==> src/rtl/adc_chain_pkg.sv <==
package adc_chain_pkg;

  localparam int WORD_W = 16;

  typedef enum logic [2:0] {
    ST_IDLE,
    ST_SETUP,
    ST_CONV,
    ST_WAITB,
    ST_SHIFT,
    ST_DONE
  } acr_state_e;

  // serial clock falling edges needed for one frame
  function automatic int pulse_total(int n_dev, logic busy);
    return WORD_W * n_dev + (busy ? 1 : 0);
  endfunction

  // data bit position of a pulse; negative for the busy start bit
  function automatic int data_pos(int pulse, logic busy);
    return busy ? pulse - 1 : pulse;
  endfunction

endpackage

==> src/rtl/acr_count.sv <==
module acr_count #(
  parameter int MAXV     = 100,
  parameter bit RST_FULL = 1'b0,
  localparam int W       = $clog2(MAXV + 2)
) (
  input  logic         clk,
  input  logic         rst_n,
  input  logic         clr,
  output logic [W-1:0] cnt
);
  localparam logic [W-1:0] TOP = W'(MAXV);

  always_ff @(posedge clk) begin
    if (!rst_n)          cnt <= RST_FULL ? TOP : '0;
    else if (clr)        cnt <= '0;
    else if (cnt != TOP) cnt <= cnt + 1'b1;
  end
endmodule

==> src/rtl/acr_deser.sv <==
module acr_deser #(
  parameter int IDX_W  = 2,
  parameter int WORD_W = 16,
  localparam int BW    = $clog2(WORD_W)
) (
  input  logic              clk,
  input  logic              rst_n,
  input  logic              smp,
  input  logic              keep,
  input  logic              bit_in,
  input  logic [BW-1:0]     bit_pos,
  input  logic [IDX_W-1:0]  idx_in,
  output logic              word_valid,
  output logic [WORD_W-1:0] word_data,
  output logic [IDX_W-1:0]  word_idx
);
  logic [WORD_W-2:0] sh;

  always_ff @(posedge clk) begin
    if (!rst_n) begin
      sh         <= '0;
      word_valid <= 1'b0;
      word_data  <= '0;
      word_idx   <= '0;
    end else begin
      word_valid <= 1'b0;
      if (smp && keep) begin
        sh <= {sh[WORD_W-3:0], bit_in};
        if (bit_pos == BW'(WORD_W - 1)) begin
          word_valid <= 1'b1;
          word_data  <= {sh, bit_in};
          word_idx   <= idx_in;
        end
      end
    end
  end
endmodule

==> src/rtl/adc_chain_reader.sv <==
module adc_chain_reader
  import adc_chain_pkg::*;
#(
  parameter int NUM_DEV   = 3,
  parameter int CLK_DIV   = 2,
  parameter int CONV_CYC  = 80,
  parameter int CYCLE_CYC = 100,
  parameter int BUSY_TMO  = 200,
  localparam int IDX_W    = (NUM_DEV > 1) ? $clog2(NUM_DEV) : 1
) (
  input  logic              clk,
  input  logic              rst_n,
  input  logic              start,
  input  logic              use_busy,
  input  logic              sdo_in,
  output logic              cnv,
  output logic              sck,
  output logic              word_valid,
  output logic [WORD_W-1:0] word_data,
  output logic [IDX_W-1:0]  word_idx,
  output logic              frame_done,
  output logic              busy_err
);
  localparam int PMAX    = WORD_W * NUM_DEV + 1;
  localparam int PW      = $clog2(PMAX + 1);
  localparam int PHW     = $clog2(2 * CLK_DIV + 1);
  localparam int WT_MAX  = (CONV_CYC > BUSY_TMO) ? CONV_CYC : BUSY_TMO;
  localparam int WTW     = $clog2(WT_MAX + 2);
  localparam int GAP_LIM = (CYCLE_CYC > 2) ? CYCLE_CYC - 2 : 0;
  localparam int GW      = $clog2(GAP_LIM + 2);
  localparam int BW      = $clog2(WORD_W);

  acr_state_e     state;
  logic           mode_q;
  logic [PHW-1:0] ph;
  logic [PW-1:0]  pcnt;
  logic           err_q, fd_q;
  logic [WTW-1:0] wcnt;
  logic [GW-1:0]  gcnt;

  // named internal events
  logic launch_evt, conv_end_evt, busy_seen_evt, tmo_evt, smp_evt, last_evt;
  logic gap_ok, keep_bit;
  int   dpos;

  acr_count #(.MAXV(WT_MAX), .RST_FULL(1'b0)) u_wait (
    .clk(clk), .rst_n(rst_n),
    .clr(!(state == ST_CONV || state == ST_WAITB)), .cnt(wcnt));

  acr_count #(.MAXV(GAP_LIM), .RST_FULL(1'b1)) u_gap (
    .clk(clk), .rst_n(rst_n), .clr(state == ST_SETUP), .cnt(gcnt));

  always_comb begin
    gap_ok        = gcnt >= GW'(GAP_LIM);
    launch_evt    = (state == ST_IDLE) && start && gap_ok;
    conv_end_evt  = (state == ST_CONV) && (wcnt == WTW'(CONV_CYC - 1));
    busy_seen_evt = (state == ST_WAITB) && sdo_in;
    tmo_evt       = (state == ST_WAITB) && !sdo_in && (wcnt == WTW'(BUSY_TMO - 1));
    smp_evt       = (state == ST_SHIFT) && (ph == PHW'(2 * CLK_DIV - 1));
    last_evt      = smp_evt && (pcnt == PW'(pulse_total(NUM_DEV, mode_q) - 1));
    dpos          = data_pos(int'(pcnt), mode_q);
    keep_bit      = (dpos >= 0);
  end

  always_ff @(posedge clk) begin
    if (!rst_n) begin
      state  <= ST_IDLE;
      mode_q <= 1'b0;
      ph     <= '0;
      pcnt   <= '0;
      err_q  <= 1'b0;
      fd_q   <= 1'b0;
    end else begin
      err_q <= tmo_evt;
      fd_q  <= (state == ST_DONE);
      case (state)
        ST_IDLE: if (launch_evt) begin
          state  <= ST_SETUP;
          mode_q <= use_busy;
        end
        ST_SETUP: state <= mode_q ? ST_WAITB : ST_CONV;
        ST_CONV: if (conv_end_evt) begin
          state <= ST_SHIFT;
          ph    <= '0;
          pcnt  <= '0;
        end
        ST_WAITB: begin
          if (busy_seen_evt) begin
            state <= ST_SHIFT;
            ph    <= PHW'(2 * CLK_DIV - 1);
            pcnt  <= '0;
          end else if (tmo_evt) begin
            state <= ST_IDLE;
          end
        end
        ST_SHIFT: begin
          if (smp_evt) begin
            ph   <= '0;
            pcnt <= pcnt + 1'b1;
            if (last_evt) state <= ST_DONE;
          end else begin
            ph <= ph + 1'b1;
          end
        end
        ST_DONE: state <= ST_IDLE;
        default: state <= ST_IDLE;
      endcase
    end
  end

  always_comb begin
    case (state)
      ST_SETUP: sck = mode_q;
      ST_WAITB: sck = 1'b1;
      ST_SHIFT: sck = (ph >= PHW'(CLK_DIV));
      default:  sck = 1'b0;
    endcase
  end

  assign cnv        = (state == ST_CONV) || (state == ST_WAITB) ||
                      (state == ST_SHIFT) || (state == ST_DONE);
  assign frame_done = fd_q;
  assign busy_err   = err_q;

  acr_deser #(.IDX_W(IDX_W), .WORD_W(WORD_W)) u_deser (
    .clk(clk), .rst_n(rst_n),
    .smp(smp_evt), .keep(keep_bit), .bit_in(sdo_in),
    .bit_pos(BW'(dpos % WORD_W)), .idx_in(IDX_W'(dpos / WORD_W)),
    .word_valid(word_valid), .word_data(word_data), .word_idx(word_idx));

endmodule

==> config.mk <==
export PLATFORM = sky130hd
export DESIGN_NAME = adc_chain_reader
export DESIGN_NICKNAME = d
export VERILOG_FILES = /design/src/rtl/adc_chain_pkg.sv /design/src/rtl/acr_count.sv /design/src/rtl/acr_deser.sv /design/src/rtl/adc_chain_reader.sv
export SDC_FILE = /design/constraint.sdc
export NUM_CORES = 1
export LEC_CHECK = 0
export BUFFER_PORTS_ARGS = -buffer_cell sky130_fd_sc_hd__buf_2
export CAP_MARGIN = 40
export CORE_MARGIN = 2
export CORE_UTILIZATION = 59
export CTS_CLUSTER_SIZE = 24
export DETAILED_ROUTE_END_ITERATION = 16
export GPL_TIMING_DRIVEN = 1
export MAX_ROUTING_LAYER = met4
export PLACE_DENSITY = 0.76
export SKIP_CTS_REPAIR_TIMING = 1
export SLEW_MARGIN = 30
export SYNTH_ARGS = -nofsm -noshare
export SYNTH_HDL_FRONTEND = slang
export SYNTH_HIERARCHICAL = 1
export SYNTH_SLANG_ARGS = --single-unit
==> constraint.sdc <==
create_clock -name clk -period 2.3 [get_ports clk]
set_input_delay 0.115 -clock clk [delete_from_list [all_inputs] [get_ports clk]]
set_output_delay 0.115 -clock clk [all_outputs]
set_load 0.02 [all_outputs]
==> results by group, run 1 <==
Logic synthesis
  – Primary FF master, synth: dfxtp_1
  – Sequential fraction of the synthesis area: 39.4%
  – Async SR Flop Fraction: 0%
  – Yosys cell types: 62
  – Yosys top cell area share: 39.4%
  – Yosys warns: 6
  – Post-Syn Instances: 372
  – Synth area leaders: dfxtp_1 39%, nand2_1 9.6%, mux2i_1 6.2%, ha_1 3.5%, a21oi_1 2.2%
  – Synth Net Count: 386
  – Post-synthesis cell area: 3250 sq um
  – Seq cells post-synth: 64
  – Synth area leader: dfxtp_1
  – Synthesized area per cell: 8.73 sq um
  – EDFF count, synth: 0

Final layout
  – Final net count: 409
  – Fill count: 458
  – # diodes: 0
  – Most common cell after layout, fill and taps aside: nand2_1
  – Most frequent cells in the layout: 83 x nand2_1, 64 x dfxtp_1, 27 x buf_2
  – Layout cells sized above 1: 16.3%
  – Area growth syn-to-layout: 10.6%

Critical path
  – Worst path top cell family by delay: simple AND/OR/NAND/NOR gates
  – CP required: 2570 ps
  – WS Path Type: flip-flop to flip-flop
  – Crit path launch type: flip-flop
  – FF-to-FF End: u_deser/word_data[10]$_SDFFE_PN0P_
  – CP cell instances: nor3b_2 > and2_1 > nand2_4 > nor2_8 > mux2i_1
  – WP buf/inv: 0
  – Max incr delay on CP: 520 ps
  – RR Startpoint: state[2]$_SDFFE_PN0P_
  – Slowest-stage cell, CP: dfxtp_1
  – R2R Setup Slk: 290 ps
  – Worst setup EP type: flip-flop
  – Worst r2r path cells: 5
  – Worst-path fanout max: 19
  – Critical Path AT: 2280 ps

Timing
  – Final setup fails: 0
  – Final min period: 2010 ps
  – Worst-Margin Slew: 549 ps
  – RSZ-0062 raised after global routing: false
  – Setup TNS: 0 ps
  – Final worst slack: 289 ps
  – Maximum clock rate: 0.497 GHz
  – Fin crit share: 87.4%
  – Setup Skew: 6.90 ps
  – Hold_ws: 31.7 ps
  – Final hold vios: 0
  – Max-slew headroom: 63.1%
  – Fin. max-slew vios: 0

Min path
  – Hold Path Cell Cnt: 3
  – Worst Hold Class: input pin to flip-flop
  – Hold Startpoint: use_busy
  – Worst Hold End: mode_q$_SDFFE_PN0P_

Placement
  – IO Port Bufs: 27
  – GPL Wtd Cong: 0.851
  – Setup WS pre-CTS: 299 ps
  – Dpl hpwl: 4180 um

Global route
  – Gr ovfl total: 0
  – Largest net degree at the start of global routing: 34
  – Gr usage total: 22.6%
  – Vias in the first global route: 2384
  – Antenna violations before repair: 0
  – First-pass GRT wire length: 10700 um

Floorplan
  – Site Rows: 27
  – Die X-Extent: 78.2 um
  – I/O pin count: 28
  – Die Ht: 78.2 um
  – Area of the die: 6110 sq um
  – Initial core utilization: 60.1%
  – Core Box Area: 5410 sq um

Clock network
  – CTS tree: built
  – Clock tree buffer depth: 2
  – CTS Root Cell: clkbuf_8
  – Clock-pin slew on the worst setup and hold paths: 70 ps
  – CTS Sinks: 64
  – Total CTS buffers: 9
  – Clock Latency Late Sink: 340 ps
  – CTS H-tree depth: 3

Detailed routing
  – Uppermost layer routed: met4
  – Antenna-violating nets left: 0
  – Metal2 WL: 2970 um
  – Met3 wire length: 174 um
  – DRT iter0 DRCs: 127
  – Via count: 2623
  – DRT met1 WL: 2990 um
  – DR WL/cell: 13.3 um
  – DR DRC count: 0
  – WL final: 6260 um
  – DR vias/cell: 5.56
  – Number of detailed-route iterations in the first pass: 4

Outcome
  – Run status: finished clean

Pwr
  – Total power: 0.00258 W
  – Pleak: 1.36 nW
  – Max IR drop VDD: 0.660 mV
  – Pwr Density: 718 nW/um^2

Run
  – Max-cap violations: 0
==> registers in the layout, indices dropped and copies added, names as in the netlist <==
name	cells
busy_err	1
frame_done	1
mode_q	1
pcnt	6
ph	3
state	3
u_deser/sh	15
u_deser/word_data	16
u_deser/word_idx	2
u_deser/word_valid	1
u_gap/cnt	7
u_wait/cnt	8
==> kinds of logic (layout without fill, tap and decap cells) <==
kind of cell / count (synthesis) / count (layout) / share of synthesized area (%)
and+or+nand+nor: 169 / 169 / 28.9
AOI/OAI and AO/OA: 65 / 65 / 13.6
DFF: 64 / 64 / 39.4
buffers and inverters: 32 / 60 / 5.01
muxes: 20 / 20 / 6.16
xor gates and xnor gates: 13 / 13 / 3.51
adders and majority gates: 9 / 9 / 3.47
==> layer usage <==
metal | global-route usage [%] | vias to the layer above
met3 | 5.75 | 12
met1 | 27.7 | 1240
li1 | - | 1342
met5 | - | -
met4 | 9.47 | 0
met2 | 35.5 | 29
==> cell type report <==
class	count	area (sq um)	area share [%]
Multi-Input combinational cell	276	1800	50.2
Sequential cell	64	1280	35.7
Timing Repair Buffer	31	165	4.60
Clock buffer	10	138	3.83
Tap cell	72	90.1	2.51
Clock inverter	6	66.3	1.85
Inverter	13	48.8	1.36
==> cells in the mapped netlist, types with 2 or more instances <==
cell type  number
a21boi_1        6
xor2_1          8
nand4bb_4       2
nor4_1          2
or4_1           5
a21boi_0        9
mux2i_1        20
nor2b_1         3
a21oi_1        14
nand2_1        83
o21ai_0        13
nor3_1         10
nor2_1         14
a211oi_1        2
dfxtp_1        64
inv_1          12
buf_2           6
buf_6           2
o22ai_1         2
xnor2_1         5
nand2b_1        8
or3b_2          3
clkbuf_1        8
nand4_1         3
nand4b_1        3
ha_1            9
nand3_1         9
a31oi_1         2
and2_1          3
o31ai_1         6
or3_1           5
==> per-stage QoR <==
stage / cells / cell area (sq um) / util, %
finish: 472 / 3590 / 66.5
global route: 472 / 3590 / 66.5
CTS: 472 / 3590 / 66.5
detailed placement: 456 / 3390 / 62.7
global placement: 456 / 3390 / 62.7
floorplan: 372 / 3250 / -
==> worst min-delay path, cell delays in order <==
cell and delay [ps]:
buf_2 80, mux2i_1 60, nor2_1 80
==> power by group <==
part           internal [W]  switching (W)
clock network      0.000531       0.000458
logic              0.000161       0.000234
registers           0.00114      0.0000549
total               0.00183       0.000746
==> worst max path at each step <==
stage / from / cells after the start / endpoint
floorplan: mode_q$_SDFFE_PN0P_ / 8 / u_deser/word_data[10]$_SDFFE_PN0P_
global placement: state[2]$_SDFFE_PN0P_ / 5 / u_deser/word_data[10]$_SDFFE_PN0P_
CTS: mode_q$_SDFFE_PN0P_ / 6 / u_deser/word_data[10]$_SDFFE_PN0P_
finish: state[2]$_SDFFE_PN0P_ / 5 / u_deser/word_data[10]$_SDFFE_PN0P_
detailed placement: state[2]$_SDFFE_PN0P_ / 5 / u_deser/word_data[10]$_SDFFE_PN0P_
global route: mode_q$_SDFFE_PN0P_ / 6 / u_deser/word_idx[1]$_SDFFE_PN0P_
Power figures use the tool's default switching activity.
==> inputs of run 2 (changes only) <==
--- a/config.mk
+++ b/config.mk
@@ -8,12 +8,13 @@
 export BUFFER_PORTS_ARGS = -buffer_cell sky130_fd_sc_hd__buf_2
 export CAP_MARGIN = 40
 export CORE_MARGIN = 2
-export CORE_UTILIZATION = 59
+export CORE_UTILIZATION = 49
 export CTS_CLUSTER_SIZE = 24
 export DETAILED_ROUTE_END_ITERATION = 16
 export GPL_TIMING_DRIVEN = 1
 export MAX_ROUTING_LAYER = met4
-export PLACE_DENSITY = 0.76
+export PLACE_DENSITY = 0.65
+export SETUP_SLACK_MARGIN = 0.3
 export SKIP_CTS_REPAIR_TIMING = 1
 export SLEW_MARGIN = 30
 export SYNTH_ARGS = -nofsm -noshare
==> run 2 against run 1 <==
Wire length fell by 1.2%. First-iteration DRC count fell by 11%. Sequential share of layout area fell by 1.0 points. Global-route usage fell by 3.7 points. Critical endpoint is now ph[0]$_SDFFE_PN0P_.
==> results by group, run 2 (synthesized netlist as in run 1, its figures left out) <==
Outcome
  – Run status: finished clean (unchanged)

Global route
  – Vias in the first global route: 2341 (was 2384)
  – Largest net degree at the start of global routing: 53 (was 34)
  – Gr usage total: 18.9% (was 22.6%)
  – First-pass GRT wire length: 10700 um (about the same)
  – Antenna violations before repair: 0 (unchanged)
  – Gr ovfl total: 0 (unchanged)

Timing
  – RSZ-0062 raised after global routing: true (was false)
  – Fin. max-slew vios: 0 (unchanged)
  – Final min period: 1870 ps (was 2010 ps)
  – Max-slew headroom: 68.1% (was 63.1%)
  – Setup Skew: 7.04 ps (was 6.90 ps)
  – Hold_ws: 46.3 ps (was 31.7 ps)
  – Final setup fails: 0 (unchanged)
  – Final hold vios: 0 (unchanged)
  – Fin crit share: 81.2% (was 87.4%)
  – Worst-Margin Slew: 474 ps (was 549 ps)
  – Setup TNS: 0 ps (unchanged)
  – Maximum clock rate: 0.535 GHz (was 0.497 GHz)

Detailed routing
  – Number of detailed-route iterations in the first pass: 4 (unchanged)
  – Antenna-violating nets left: 0 (unchanged)
  – DR DRC count: 0 (unchanged)
  – DR WL/cell: 12.9 um (was 13.3 um)
  – Via count: 2610 (was 2623)
  – WL final: 6190 um (was 6260 um)
  – DRT iter0 DRCs: 113 (was 127)
  – DR vias/cell: 5.43 (was 5.56)

Clock network
  – Clock Latency Late Sink: 340 ps (about the same)
  – CTS H-tree depth: 3 (unchanged)
  – Total CTS buffers: 9 (unchanged)
  – Clock tree buffer depth: 2 (unchanged)
  – CTS Sinks: 64 (unchanged)
  – CTS tree: built (unchanged)
  – CTS Root Cell: clkbuf_8 (unchanged)
  – Clock-pin slew on the worst setup and hold paths: 80 ps (was 70 ps)

Floorplan
  – Die Ht: 85.4 um (was 78.2 um)
  – Site Rows: 29 (was 27)
  – Initial core utilization: 50.9% (was 60.1%)
  – Core Box Area: 6390 sq um (was 5410 sq um)
  – Die X-Extent: 85.4 um (was 78.2 um)
  – I/O pin count: 28 (unchanged)
  – Area of the die: 7300 sq um (was 6110 sq um)

Final layout
  – Layout cells sized above 1: 17.1% (was 16.3%)
  – # diodes: 0 (unchanged)
  – Most common cell after layout, fill and taps aside: nand2_1 (unchanged)
  – Most frequent cells in the layout: 83 x nand2_1, 64 x dfxtp_1, 27 x buf_2 (unchanged)
  – Final core occ: 58.0% (was 66.5%)
  – Fill count: 586 (was 458)
  – Regs by FF count: u_deser/word_data x16, u_deser/sh x15, u_wait/cnt x8 (unchanged)
  – Largest register FFs: 16 (unchanged)
  – Non-filler instance count after layout: 481 (was 472)
  – Area growth syn-to-layout: 13.9% (was 10.6%)
  – Most flops, register: u_deser/word_data (unchanged)
  – Final Instance Area: 3700 sq um (was 3590 sq um)
  – Final net count: 413 (was 409)

Run
  – Max-cap violations: 0 (unchanged)

Min path
  – Worst Hold Class: input pin to flip-flop (unchanged)

Critical path
  – Worst setup EP type: flip-flop (unchanged)
  – CP required: 2510 ps (was 2570 ps)
  – Worst-path fanout max: 12 (was 19)
  – WS Path Type: flip-flop to flip-flop (unchanged)
  – Crit path launch type: flip-flop (unchanged)
  – Critical Path AT: 2080 ps (was 2280 ps)

Placement
  – GPL Wtd Cong: 0.828 (was 0.851)
  – Dpl hpwl: 4210 um (was 4180 um)
  – IO Port Bufs: 27 (unchanged)
  – Cells after DPL: 463 (was 456)
  – Post-Place Cell Area: 3410 sq um (was 3390 sq um)

Pwr
  – Pwr Density: 744 nW/um^2 (was 718 nW/um^2)
  – Max IR drop VDD: 0.550 mV (was 0.660 mV)
  – Pleak: 1.41 nW (was 1.36 nW)
-- run 2: cell count changes in the layout (fill, tap and decap cells not counted) --
cell / change
nor3b_4: +1
clkbuf_8: -1
buf_4: +2
nor3b_2: -1
clkinv_4: +2
inv_6: -1
clkinvlp_4: -2
bufinv_16: +2
buf_12: +2
-- run 2: per-stage QoR --
| step | power (W) | setup WS [ps] |
|---|---|---|
| 6_report | 0.00275 | 433 |
| 5_1_grt | 0.00290 | 295 |
| 4_1_cts | 0.00279 | 268 |
| 3_5_place_dp | 0.00161 | 289 |
| 3_3_place_gp | 0.00160 | 343 |
| 2_1_floorplan | 0.00152 | 411 |
-- run 2: worst paths after layout --
check                                           from                                 end  slack [ps]  cells past startpoint
setup / recovery               state[1]$_SDFFE_PN0P_                  ph[0]$_SDFFE_PN0P_         430                      5
hold / removal                              use_busy                 mode_q$_SDFFE_PN0P_          50                      3
setup reg to reg               state[1]$_SDFFE_PN0P_                  ph[0]$_SDFFE_PN0P_         430                      5
hold reg to reg   u_deser/word_data[12]$_SDFFE_PN0P_  u_deser/word_data[12]$_SDFFE_PN0P_         450                      2
-- run 2: power by group --
| group | internal, W | switching, W |
|---|---|---|
| combinational | 0.000162 | 0.000237 |
| clock | 0.000721 | 0.000446 |
| sequential | 0.00114 | 0.0000471 |
-- run 2: final cells by class --
cell class,count,area [sq um],area share [%]
multi-input cells,276,1810,48.9
flip-flops and latches,64,1280,34.6
repair buffers,35,220,5.95
clock buffers,9,124,3.35
clock inverters,7,120,3.25
well taps,77,96.3,2.60
inverters,13,48.8,1.32
-- run 2: per-layer routing --
metal	part of all wire (%)	routed length [um]	vias to the layer above	track usage [%]
li1	-	-	1346	-
met1	51	3130	1233	23.6
met2	45	2790	25	28.9
met3	3.3	207	6	6.71
met4	0.97	60	0	5.19
met5	0	0	-	-
-- run 2: critical path, cell delays in order (launching register included) --
cell      delay [ps]
dfxtp_1          560
nor2b_4          300
inv_2             70
or4_4            560
a21oi_1          190
a311oi_2          60
